==> src/rtl/async_tx_pkg.sv <==
package async_tx_pkg;

  typedef enum logic [1:0] {
    STOP_ONE      = 2'd0,
    STOP_ONE_HALF = 2'd1,
    STOP_TWO      = 2'd2,
    STOP_TWO_ALT  = 2'd3
  } stop_len_e;

  // Stop interval length counted in half-bit ticks
  function automatic logic [2:0] stop_halves(input stop_len_e sel);
    case (sel)
      STOP_ONE:      return 3'd2;
      STOP_ONE_HALF: return 3'd3;
      default:       return 3'd4;
    endcase
  endfunction

endpackage

==> src/rtl/tx_frame_builder.sv <==
module tx_frame_builder #(
  parameter int CHAR_W = 8
) (
  input  logic [CHAR_W-1:0] data,
  input  logic              full_width,
  input  logic              odd_parity,
  output logic [CHAR_W+1:0] frame
);

  // Parity over the low CHAR_W-1 bits; odd mode flips the even result
  function automatic logic char_parity(input logic [CHAR_W-2:0] low,
                                       input logic odd);
    return (^low) ^ odd;
  endfunction

  logic [CHAR_W-1:0] payload;

  always_comb begin
    if (full_width)
      payload = data;
    else
      payload = {char_parity(data[CHAR_W-2:0], odd_parity), data[CHAR_W-2:0]};
    // slot 0 start (space), slots 1..CHAR_W payload, last slot stop (mark)
    frame = {1'b1, payload, 1'b0};
  end

endmodule

==> src/rtl/tx_half_counter.sv <==
module tx_half_counter #(
  parameter int CNT_W = 5
) (
  input  logic             clk,
  input  logic             rst_n,
  input  logic             clear,
  input  logic             run,
  input  logic             tick,
  input  logic [CNT_W-1:0] limit,
  output logic [CNT_W-1:0] count,
  output logic             last
);

  assign last = run && tick && (count == limit - 1'b1);

  always_ff @(posedge clk or negedge rst_n) begin
    if (!rst_n)
      count <= '0;
    else if (clear || last)
      count <= '0;
    else if (run && tick)
      count <= count + 1'b1;
  end

endmodule

==> src/rtl/async_char_tx.sv <==
module async_char_tx #(
  parameter int CHAR_W = 8
) (
  input  logic              clk,
  input  logic              rst_n,
  input  logic              tick_2x,
  input  logic              in_valid,
  output logic              in_ready,
  input  logic [CHAR_W-1:0] in_data,
  input  logic              full_width,
  input  logic              par_odd,
  input  logic [1:0]        stop_sel,
  output logic              line_out,
  output logic              busy
);
  import async_tx_pkg::*;

  localparam int FRAME_W    = CHAR_W + 2;
  localparam int BODY_HALF  = 2 * (CHAR_W + 1);
  localparam int MAX_HALVES = BODY_HALF + 4;
  localparam int CNT_W      = $clog2(MAX_HALVES + 1);
  localparam int SLOT_W     = $clog2(FRAME_W);

  // named internal events, visible to the bound checker
  logic                accept;
  logic                frame_done;
  logic [FRAME_W-1:0]  frame_q;
  logic [SLOT_W-1:0]   slot_idx;

  logic [FRAME_W-1:0]  frame_built;
  stop_len_e           stop_q;
  logic [CNT_W-1:0]    half_count;
  logic [CNT_W-1:0]    half_limit;
  logic [CNT_W-1:0]    slot_raw;

  assign in_ready = !busy;
  assign accept   = in_valid && in_ready;

  tx_frame_builder #(.CHAR_W(CHAR_W)) u_build (
    .data       (in_data),
    .full_width (full_width),
    .odd_parity (par_odd),
    .frame      (frame_built)
  );

  assign half_limit = CNT_W'(BODY_HALF) + CNT_W'(stop_halves(stop_q));

  tx_half_counter #(.CNT_W(CNT_W)) u_count (
    .clk   (clk),
    .rst_n (rst_n),
    .clear (accept),
    .run   (busy),
    .tick  (tick_2x),
    .limit (half_limit),
    .count (half_count),
    .last  (frame_done)
  );

  always_ff @(posedge clk or negedge rst_n) begin
    if (!rst_n) begin
      busy    <= 1'b0;
      frame_q <= '1;
      stop_q  <= STOP_ONE;
    end else if (accept) begin
      busy    <= 1'b1;
      frame_q <= frame_built;
      stop_q  <= stop_len_e'(stop_sel);
    end else if (frame_done) begin
      busy    <= 1'b0;
    end
  end

  // two ticks per slot; stop ticks past the last slot stay on the mark slot
  always_comb begin
    slot_raw = half_count >> 1;
    if (slot_raw >= CNT_W'(FRAME_W - 1))
      slot_idx = SLOT_W'(FRAME_W - 1);
    else
      slot_idx = SLOT_W'(slot_raw);
  end

  assign line_out = busy ? frame_q[slot_idx] : 1'b1;

endmodule

==> config.mk <==
export PLATFORM = sky130hd
export DESIGN_NAME = async_char_tx
export DESIGN_NICKNAME = d
export VERILOG_FILES = /design/src/rtl/async_tx_pkg.sv /design/src/rtl/tx_frame_builder.sv /design/src/rtl/tx_half_counter.sv /design/src/rtl/async_char_tx.sv
export SDC_FILE = /design/constraint.sdc
export NUM_CORES = 1
export LEC_CHECK = 0
export ABC_AREA = 1
export BUFFER_PORTS_ARGS = -buffer_cell sky130_fd_sc_hd__buf_2
export CAP_MARGIN = 20
export CORE_UTILIZATION = 30
export CTS_BUF_LIST = sky130_fd_sc_hd__clkbuf_8
export DETAILED_ROUTE_END_ITERATION = 12
export SLEW_MARGIN = 5
export SYNTH_ARGS = -nofsm -noshare
export SYNTH_HDL_FRONTEND = slang
export SYNTH_HIERARCHICAL = 1
export SYNTH_SLANG_ARGS = --single-unit
==> constraint.sdc <==
create_clock -name clk -period 2.35 [get_ports clk]
set_input_delay 0.235 -clock clk [delete_from_list [all_inputs] [get_ports clk]]
set_output_delay 0.235 -clock clk [all_outputs]
set_load 0.02 [all_outputs]
Word level (Yosys, flattened, before mapping)
Index checks and enable logic that the tools add are counted.
{"block": "op_classes", "n_addsub": 3, "mul": 0, "div": 0, "magnitude_cmp": 2, "n_eq_ne": 2, "shift": 0, "mux": 10, "bitwise": 1, "reduce_logical": 9}
{"cell": "two-way mux 5 bit", "count": 2}
{"cell": "two-way mux 8 bit", "count": 1}
{"cell": "XOR reduction 7 bit", "count": 1}
{"cell": "case mux 3 bit (2 select lines)", "count": 1}
{"cell": "adder 5 x 1 -> 5 bit, second input constant", "count": 1}
{"cell": "adder 5 x 3 -> 5 bit, first input constant", "count": 1}
{"cell": "equality test 5 bit", "count": 1}
{"cell": "< comparator 4 x 5 -> 1 bit, second input constant", "count": 1}
{"cell": "subtractor 5 x 1 -> 5 bit, second input constant", "count": 1}
{"cell": "binary-select mux 1 bit (select 4 bit)", "count": 1}
{"cell": "greater-or-equal comparator 4 bit, second input constant", "count": 1}
{"cell": "two-way mux 1 bit", "count": 4}
{"cell": "two-way mux 4 bit", "count": 1}
{"cell": "nonzero test 2 bit", "count": 2}
{"cell": "logical AND 1 bit", "count": 3}
{"cell": "equality test 2 x 1 -> 1 bit, second input constant", "count": 1}
{"cell": "zero test 2 bit", "count": 1}
{"cell": "zero test 1 bit", "count": 1}
{"cell": "logical OR 1 bit", "count": 1}
{"cell": "bitwise XOR 1 bit", "count": 1}
{"block": "word_totals", "regBits": 17, "latch_bits": 0, "mem_bits_rw": 0, "mem_bits_ro": 0, "inputBits": 16, "elab_cells": 31, "memories": 0}

Longest topological paths before layout
{"block": "logic_depth", "depth_word": 8, "mapped_depth": 12, "mapped_depth_nobuf": 12}

Modules after synthesis
Netlist, hierarchy kept.
{"mod": "async_char_tx", "instances": 1, "cells_each": 84, "area_per_inst_um2": 659.4, "seq_area_each_um2": 337.8}
{"mod": "tx_half_counter", "instances": 1, "cells_each": 68, "area_per_inst_um2": 434.2, "seq_area_each_um2": 125.1}
{"mod": "tx_frame_builder", "instances": 1, "cells_each": 46, "area_per_inst_um2": 226.5, "seq_area_each_um2": 0.0}

Worst setup path before layout
OpenSTA, ideal clock, no wires.
{"block": "synth_timing", "path_kind": "reg-to-reg", "startpoint": "reg stop_q[1]", "endpoint": "reg busy", "setup_time_ns": 0.131, "arrival_ns": 1.408, "setup_slack_ns": 0.811, "stages_incl_launch_ff": 9, "path_buffers": 0, "synth_period_minus_slack_ns": 1.539, "cell_sequence": "dfrtp_1 -> nor2_1 -> inv_1 -> ha_1 -> xnor2_1 -> nor2_1 -> nand2_1 -> nor2_4 -> o21ai_0"}
{"block": "synth_via", "elab_chain_len": 7, "word_cells_on_any_way": 8, "cone_classes": "add/sub: 2; eq/ne: 2; mux: 1; reduce/logical: 3"}
{"item": "start, declared", "line_no": "async_char_tx.sv:31", "text": "stop_len_e stop_q;"}
{"item": "start signal, assigned", "line_no": "async_char_tx.sv:67", "text": "stop_q <= stop_len_e'(stop_sel);"}
{"item": "equality test 2 x 1 -> 1 bit / zero test 2 bit (equally long branches)", "line_no": "async_tx_pkg.sv:12", "text": "case (sel)"}
{"item": "case mux 3 bit (2 select lines) *", "line_no": "async_tx_pkg.sv:12"}
{"item": "adder 5 x 3 -> 5 bit *", "line_no": "async_char_tx.sv:46", "text": "assign half_limit = CNT_W'(BODY_HALF) + CNT_W'(stop_halves(stop_q));"}
{"item": "net half_limit[0]", "line_no": "async_char_tx.sv:33", "text": "logic [CNT_W-1:0] half_limit;"}
{"item": "subtractor 5 x 1 -> 5 bit *", "line_no": "tx_half_counter.sv:14", "text": "assign last = run && tick && (count == limit - 1'b1);"}
{"item": "equality test 5 bit *", "line_no": "tx_half_counter.sv:14"}
{"item": "logical AND 1 bit *", "line_no": "tx_half_counter.sv:14"}
{"item": "net frame_done", "line_no": "async_char_tx.sv:26", "text": "logic frame_done;"}
{"item": "nonzero test 2 bit (no source line) *"}
{"item": "end signal, assigned", "line_no": "async_char_tx.sv:61", "text": "busy <= 1'b0;"}
{"item": "end signal, assigned", "line_no": "async_char_tx.sv:65", "text": "busy <= 1'b1;"}
{"item": "end signal, assigned", "line_no": "async_char_tx.sv:69", "text": "busy <= 1'b0;"}
{"item": "end, declared", "line_no": "async_char_tx.sv:14", "text": "output logic busy"}
Mark *: on every way through the listed nets, which the timed path passes. The rest lies on a longest branch.
A chain may end at the register's enable or synchronous reset.

Worst setup path in the final report
{"block": "layout_timing", "startpoint": "reg u_count.count[2]", "endpoint": "out line_out"}
{"block": "layout_via", "elab_chain_len": 5}
{"item": "start, declared", "line_no": "tx_half_counter.sv:10", "text": "output logic [CNT_W-1:0] count,"}
{"item": "start signal, assigned", "line_no": "tx_half_counter.sv:22", "text": "count <= count + 1'b1;"}
{"item": "greater-or-equal comparator 4 bit", "line_no": "async_char_tx.sv:76", "text": "if (slot_raw >= CNT_W'(FRAME_W - 1))"}
{"item": "two-way mux 4 bit *", "line_no": "async_char_tx.sv:76"}
{"item": "binary-select mux 1 bit (select 4 bit) *", "line_no": "async_char_tx.sv:82", "text": "assign line_out = busy ? frame_q[slot_idx] : 1'b1;"}
{"item": "two-way mux 1 bit (implied by the code) *", "line_no": "async_char_tx.sv:82"}
{"item": "two-way mux 1 bit *", "line_no": "async_char_tx.sv:82"}
{"item": "end, declared", "line_no": "async_char_tx.sv:13", "text": "output logic line_out,"}
Every way passes the cells marked *; elsewhere a longest branch is shown, timed or not. The select of a mux whose other input is x is not followed.

==> metrics.txt <==
# TYPE chip_impl_metric gauge
chip_impl_metric{name="ios",unit=""} 19
chip_impl_info{name="critical_path.reg2reg.endpoint",value="busy$_DFFE_PN0P_"} 1
chip_impl_metric{name="final.setup.tns",unit="ns"} 0
chip_impl_metric{name="postSynthCellCount",unit=""} 198
chip_impl_metric{name="place.detailed.instances",unit=""} 259
chip_impl_metric{name="die_area",unit="um^2"} 4670
chip_impl_metric{name="cts_buffers",unit=""} 3
chip_impl_metric{name="area_delta_synth_final",unit="%"} 11.8
chip_impl_metric{name="power_frac_clock",unit=""} 0.148
chip_impl_metric{name="ys_seq_elements",unit=""} 18
chip_impl_info{name="yosys.area.top_type",value="dfstp_2"} 1
chip_impl_metric{name="start_util",unit=""} 0.321
chip_impl_metric{name="cts_max_path_buffers",unit=""} 2
chip_impl_info{name="clockRootBuffer",value="clkbuf_8"} 1
chip_impl_metric{name="fin_crit",unit="ns"} 1.89
chip_impl_metric{name="htree_num_levels",unit=""} 1
chip_impl_metric{name="ys_types",unit=""} 23
chip_impl_info{name="worst_setup_ep_type",value="output port"} 1
chip_impl_metric{name="finalInstanceArea",unit="um^2"} 1480
chip_impl_metric{name="antenna_violations_before_repair",unit=""} 0
chip_impl_metric{name="antenna_violating_nets_post_route",unit=""} 0
chip_impl_metric{name="clock_skew",unit="ns"} 0.00580
chip_impl_metric{name="grt_max_degree",unit=""} 26
chip_impl_metric{name="report.final.slew_viol_count",unit=""} 0
chip_impl_metric{name="n_fill_cell",unit=""} 458
chip_impl_metric{name="worst_slack_at_placement",unit="ns"} 0.640
chip_impl_metric{name="area_of_combinational_cells_with_multiple_inputs",unit="um^2"} 659
chip_impl_metric{name="worstPathRequired",unit="ns"} 2.12
chip_impl_metric{name="core-area",unit="um^2"} 4120
chip_impl_metric{name="max_clock_freq",unit="MHz"} 528
chip_impl_metric{name="layout.cells.non_filler",unit=""} 264
chip_impl_metric{name="timing.max_cap.violations",unit=""} 0
chip_impl_metric{name="dieHeight",unit="um"} 68.3
chip_impl_metric{name="synth_warnings",unit=""} 6
chip_impl_info{name="min_path_type",value="input pin to register"} 1
chip_impl_metric{name="gp_congestion",unit=""} 0.760
chip_impl_metric{name="critPathMaxFanout",unit=""} 9
chip_impl_metric{name="p_switching",unit="uW"} 691
chip_impl_metric{name="diodes",unit=""} 0
chip_impl_metric{name="cp.depth",unit=""} 8
chip_impl_info{name="unrepaired_setup_endpoints_after_global_routing",value="no"} 1
chip_impl_info{name="cts_tree",value="yes"} 1
chip_impl_metric{name="pwr_density_cell",unit="nW/um^2"} 1120
chip_impl_metric{name="finalHoldWorstSlack",unit="ns"} 0.188
chip_impl_metric{name="gr-usage-all-layers",unit=""} 0.123
chip_impl_metric{name="via_per_inst",unit=""} 4.22
chip_impl_info{name="hold_start",value="stop_sel[1]"} 1
chip_impl_metric{name="postSynthAreaPerCell",unit="um^2"} 6.67
chip_impl_metric{name="setup-violations-final",unit=""} 0
chip_impl_metric{name="utilization",unit=""} 0.358
chip_impl_metric{name="total_leakage_power",unit="nW"} 0.810
chip_impl_metric{name="hold_viol",unit=""} 0
chip_impl_metric{name="drt_drc_violations_left",unit=""} 0
chip_impl_metric{name="relSlewSlack",unit=""} 0.552
chip_impl_metric{name="routed-via-count",unit=""} 1115
chip_impl_metric{name="worst_r2r_path_depth",unit=""} 8
chip_impl_metric{name="rrSetupSlack",unit="ns"} 0.65
chip_impl_metric{name="port_buffers",unit=""} 18
chip_impl_info{name="path_cells",value="o21ai_4 > nand2_4 > nand2_1 > nand3_1 > nand3b_1 > nand3_1 > nand2_1 > buf_2"} 1
chip_impl_info{name="hold-path-endpoint",value="stop_q[1]$_DFFE_PN0P_"} 1
chip_impl_metric{name="vias_in_the_first_global_route",unit=""} 999
chip_impl_metric{name="firstDrtPassIters",unit=""} 4
chip_impl_metric{name="drt_iter0_markers",unit=""} 20
chip_impl_metric{name="post_route_cells_drive_above_1_share",unit=""} 0.201
chip_impl_metric{name="post-cts-setup-buffer-count",unit=""} 0
chip_impl_metric{name="floorplan_die_width",unit="um"} 68.3
chip_impl_metric{name="grt_pass1_wl",unit="mm"} 4.39
chip_impl_metric{name="post-dp-hpwl",unit="mm"} 1.91
chip_impl_metric{name="routed_wirelength",unit="mm"} 2.42
chip_impl_metric{name="switching_share",unit=""} 0.418
chip_impl_metric{name="share_comb_of_total_power",unit=""} 0.472
chip_impl_metric{name="cp_slowest_stage_delay",unit="ns"} 0.50
chip_impl_info{name="crit_type",value="register to output port"} 1
chip_impl_metric{name="total_power",unit="mW"} 1.65
chip_impl_metric{name="fin_nets",unit=""} 233
chip_impl_metric{name="power.share.sequential",unit=""} 0.380
chip_impl_metric{name="internal_power",unit="uW"} 963
chip_impl_metric{name="rows",unit=""} 23
chip_impl_metric{name="worst_path_setup_slack_after_routing",unit="ns"} 0.456
chip_impl_metric{name="timing.critical_path.arrival",unit="ns"} 1.66
chip_impl_metric{name="syn_area",unit="um^2"} 1320
chip_impl_info{name="crit_path_top_delay_cell",value="dfrtp_1"} 1
chip_impl_info{name="critical_path_source_type",value="register"} 1
chip_impl_metric{name="synth.yosys.seq_area_share",unit=""} 0.351
chip_impl_metric{name="peak_supply_drop",unit="uV"} 661
chip_impl_metric{name="ctsResizeCount",unit=""} 0
chip_impl_metric{name="hold_depth",unit=""} 3
chip_impl_info{name="ranking_of_synthesized_cells_by_area",value="dfstp_2, nand2_1, dfrtp_1"} 1
chip_impl_metric{name="clk_latency",unit="ns"} 0.25
chip_impl_metric{name="synth_top_area_frac",unit=""} 0.199
chip_impl_metric{name="place_area",unit="um^2"} 1410
chip_impl_info{name="worst_path_dominant_cell_family",value="flip-flops"} 1
chip_impl_metric{name="max_slew.worst_pin.slew",unit="ns"} 0.671
chip_impl_metric{name="cts.clk_slew.worst_paths",unit="ns"} 0.06
chip_impl_metric{name="avgRoutedWirePerCell",unit="um"} 9.17
chip_impl_metric{name="register_area",unit="um^2"} 463
chip_impl_info{name="status",value="finished, final reports clean"} 1
chip_impl_info{name="worst_r2r_startpoint",value="stop_q[1]$_DFFE_PN0P_"} 1
chip_impl_metric{name="finalCritPeriodShare",unit=""} 0.806
chip_impl_metric{name="worst-path-buf-inv",unit=""} 1
chip_impl_metric{name="cts_num_sinks",unit=""} 18
chip_impl_metric{name="grt_overflow",unit=""} 0
==> cell usage in the layout, fill, tap and decap left out <==
| cell | synthesis | final |
|---|---|---|
| xor2_1 | 4 | 4 |
| conb_1 | 4 | 9 |
| dfstp_2 | 10 | 10 |
| buf_2 | 2 | 18 |
| o21ai_0 | 10 | 10 |
| inv_1 | 33 | 33 |
| inv_2 | 3 | 3 |
| o21ai_4 | 1 | 1 |
| nand2_1 | 67 | 67 |
| nand2_2 | 3 | 3 |
| dfrtp_1 | 8 | 8 |
| nor2_4 | 1 | 1 |
| nor3_1 | 5 | 5 |
| clkbuf_8 | 0 | 4 |
| dlygate4sd3_1 | 0 | 1 |
| nand3_1 | 19 | 19 |
| ha_1 | 2 | 2 |
| nand3b_1 | 3 | 3 |
| xnor2_1 | 1 | 1 |
| nor2_1 | 8 | 8 |
| nand3_2 | 2 | 2 |
| a21oi_1 | 1 | 1 |
| nand2_4 | 1 | 1 |
==> cells in the mapped netlist, drive strengths merged <==
master / instances
nor2: 9
inv: 36
dfrtp: 8
a21oi: 1
xor2: 4
ha: 2
buf: 11
nand2: 71
dfstp: 10
clkbuf: 1
nand3b: 3
nor3: 5
nand3: 21
o21ai: 11
conb: 4
xnor2: 1
==> sequential cells by signal, summed over array words and instances (netlist names) <==
name	count
frame_q	10
stop_q	2
busy	1
u_count/count	5
==> final cells by class <==
class                           count  area share
Tap cell                           50      0.0424
Multi-Input combinational cell    137       0.447
Sequential cell                    18       0.314
Clock buffer                        4      0.0373
Timing Repair Buffer               19      0.0679
Inverter                           36      0.0916
==> metal layers <==
layer | GRT usage | routed length [um]
met5 | 0 | 0
met3 | 0.0300 | 80
met4 | 0.0234 | 14
met1 | 0.171 | 1260
met2 | 0.194 | 1070
==> logic make-up (layout without fill, tap and decap cells) <==
group | Yosys count | count (layout) | synth area share
and+or+nand+nor | 109 | 109 | 0.368
buffers and inverters | 48 | 59 | 0.164
DFF | 18 | 18 | 0.351
AOI/OAI and AO/OA | 12 | 12 | 0.0540
xor gates and xnor gates | 5 | 5 | 0.0332
other | 4 | 9 | 0.0114
adders and majority gates | 2 | 2 | 0.0190
==> power groups by stage <==
| stage | clock network, mW | registers [mW] | logic (mW) |
|---|---|---|---|
| floorplan | 0 | 0.611 | 0.630 |
| global placement | 0 | 0.633 | 0.770 |
| detailed placement | 0 | 0.634 | 0.780 |
| CTS | 0.252 | 0.630 | 0.787 |
| global route | 0.273 | 0.651 | 0.897 |
| finish | 0.245 | 0.628 | 0.781 |
==> worst max path at each step <==
stage,slack (ns),from,to
final,0.46,u_count/count[2]$_DFFE_PN0P_,line_out
after global routing,0.33,u_count/count[2]$_DFFE_PN0P_,line_out
after CTS,0.44,u_count/count[2]$_DFFE_PN0P_,line_out
after detailed placement,0.64,stop_q[1]$_DFFE_PN0P_,busy$_DFFE_PN0P_
after global placement,0.71,stop_q[1]$_DFFE_PN0P_,busy$_DFFE_PN0P_
after floorplan,0.81,stop_q[1]$_DFFE_PN0P_,busy$_DFFE_PN0P_
==> tightest hold or removal path: stages <==
cell	delay [ns]
buf_2	0.08
nand2_1	0.04
nand2_1	0.05
==> what timing repair did <==
item	CTS	global route
hold buffers	1	0
endpoints found under the hold margin	8	0
setup endpoints to repair	0	0
Note: power is estimated with default switching activity, not from simulation.
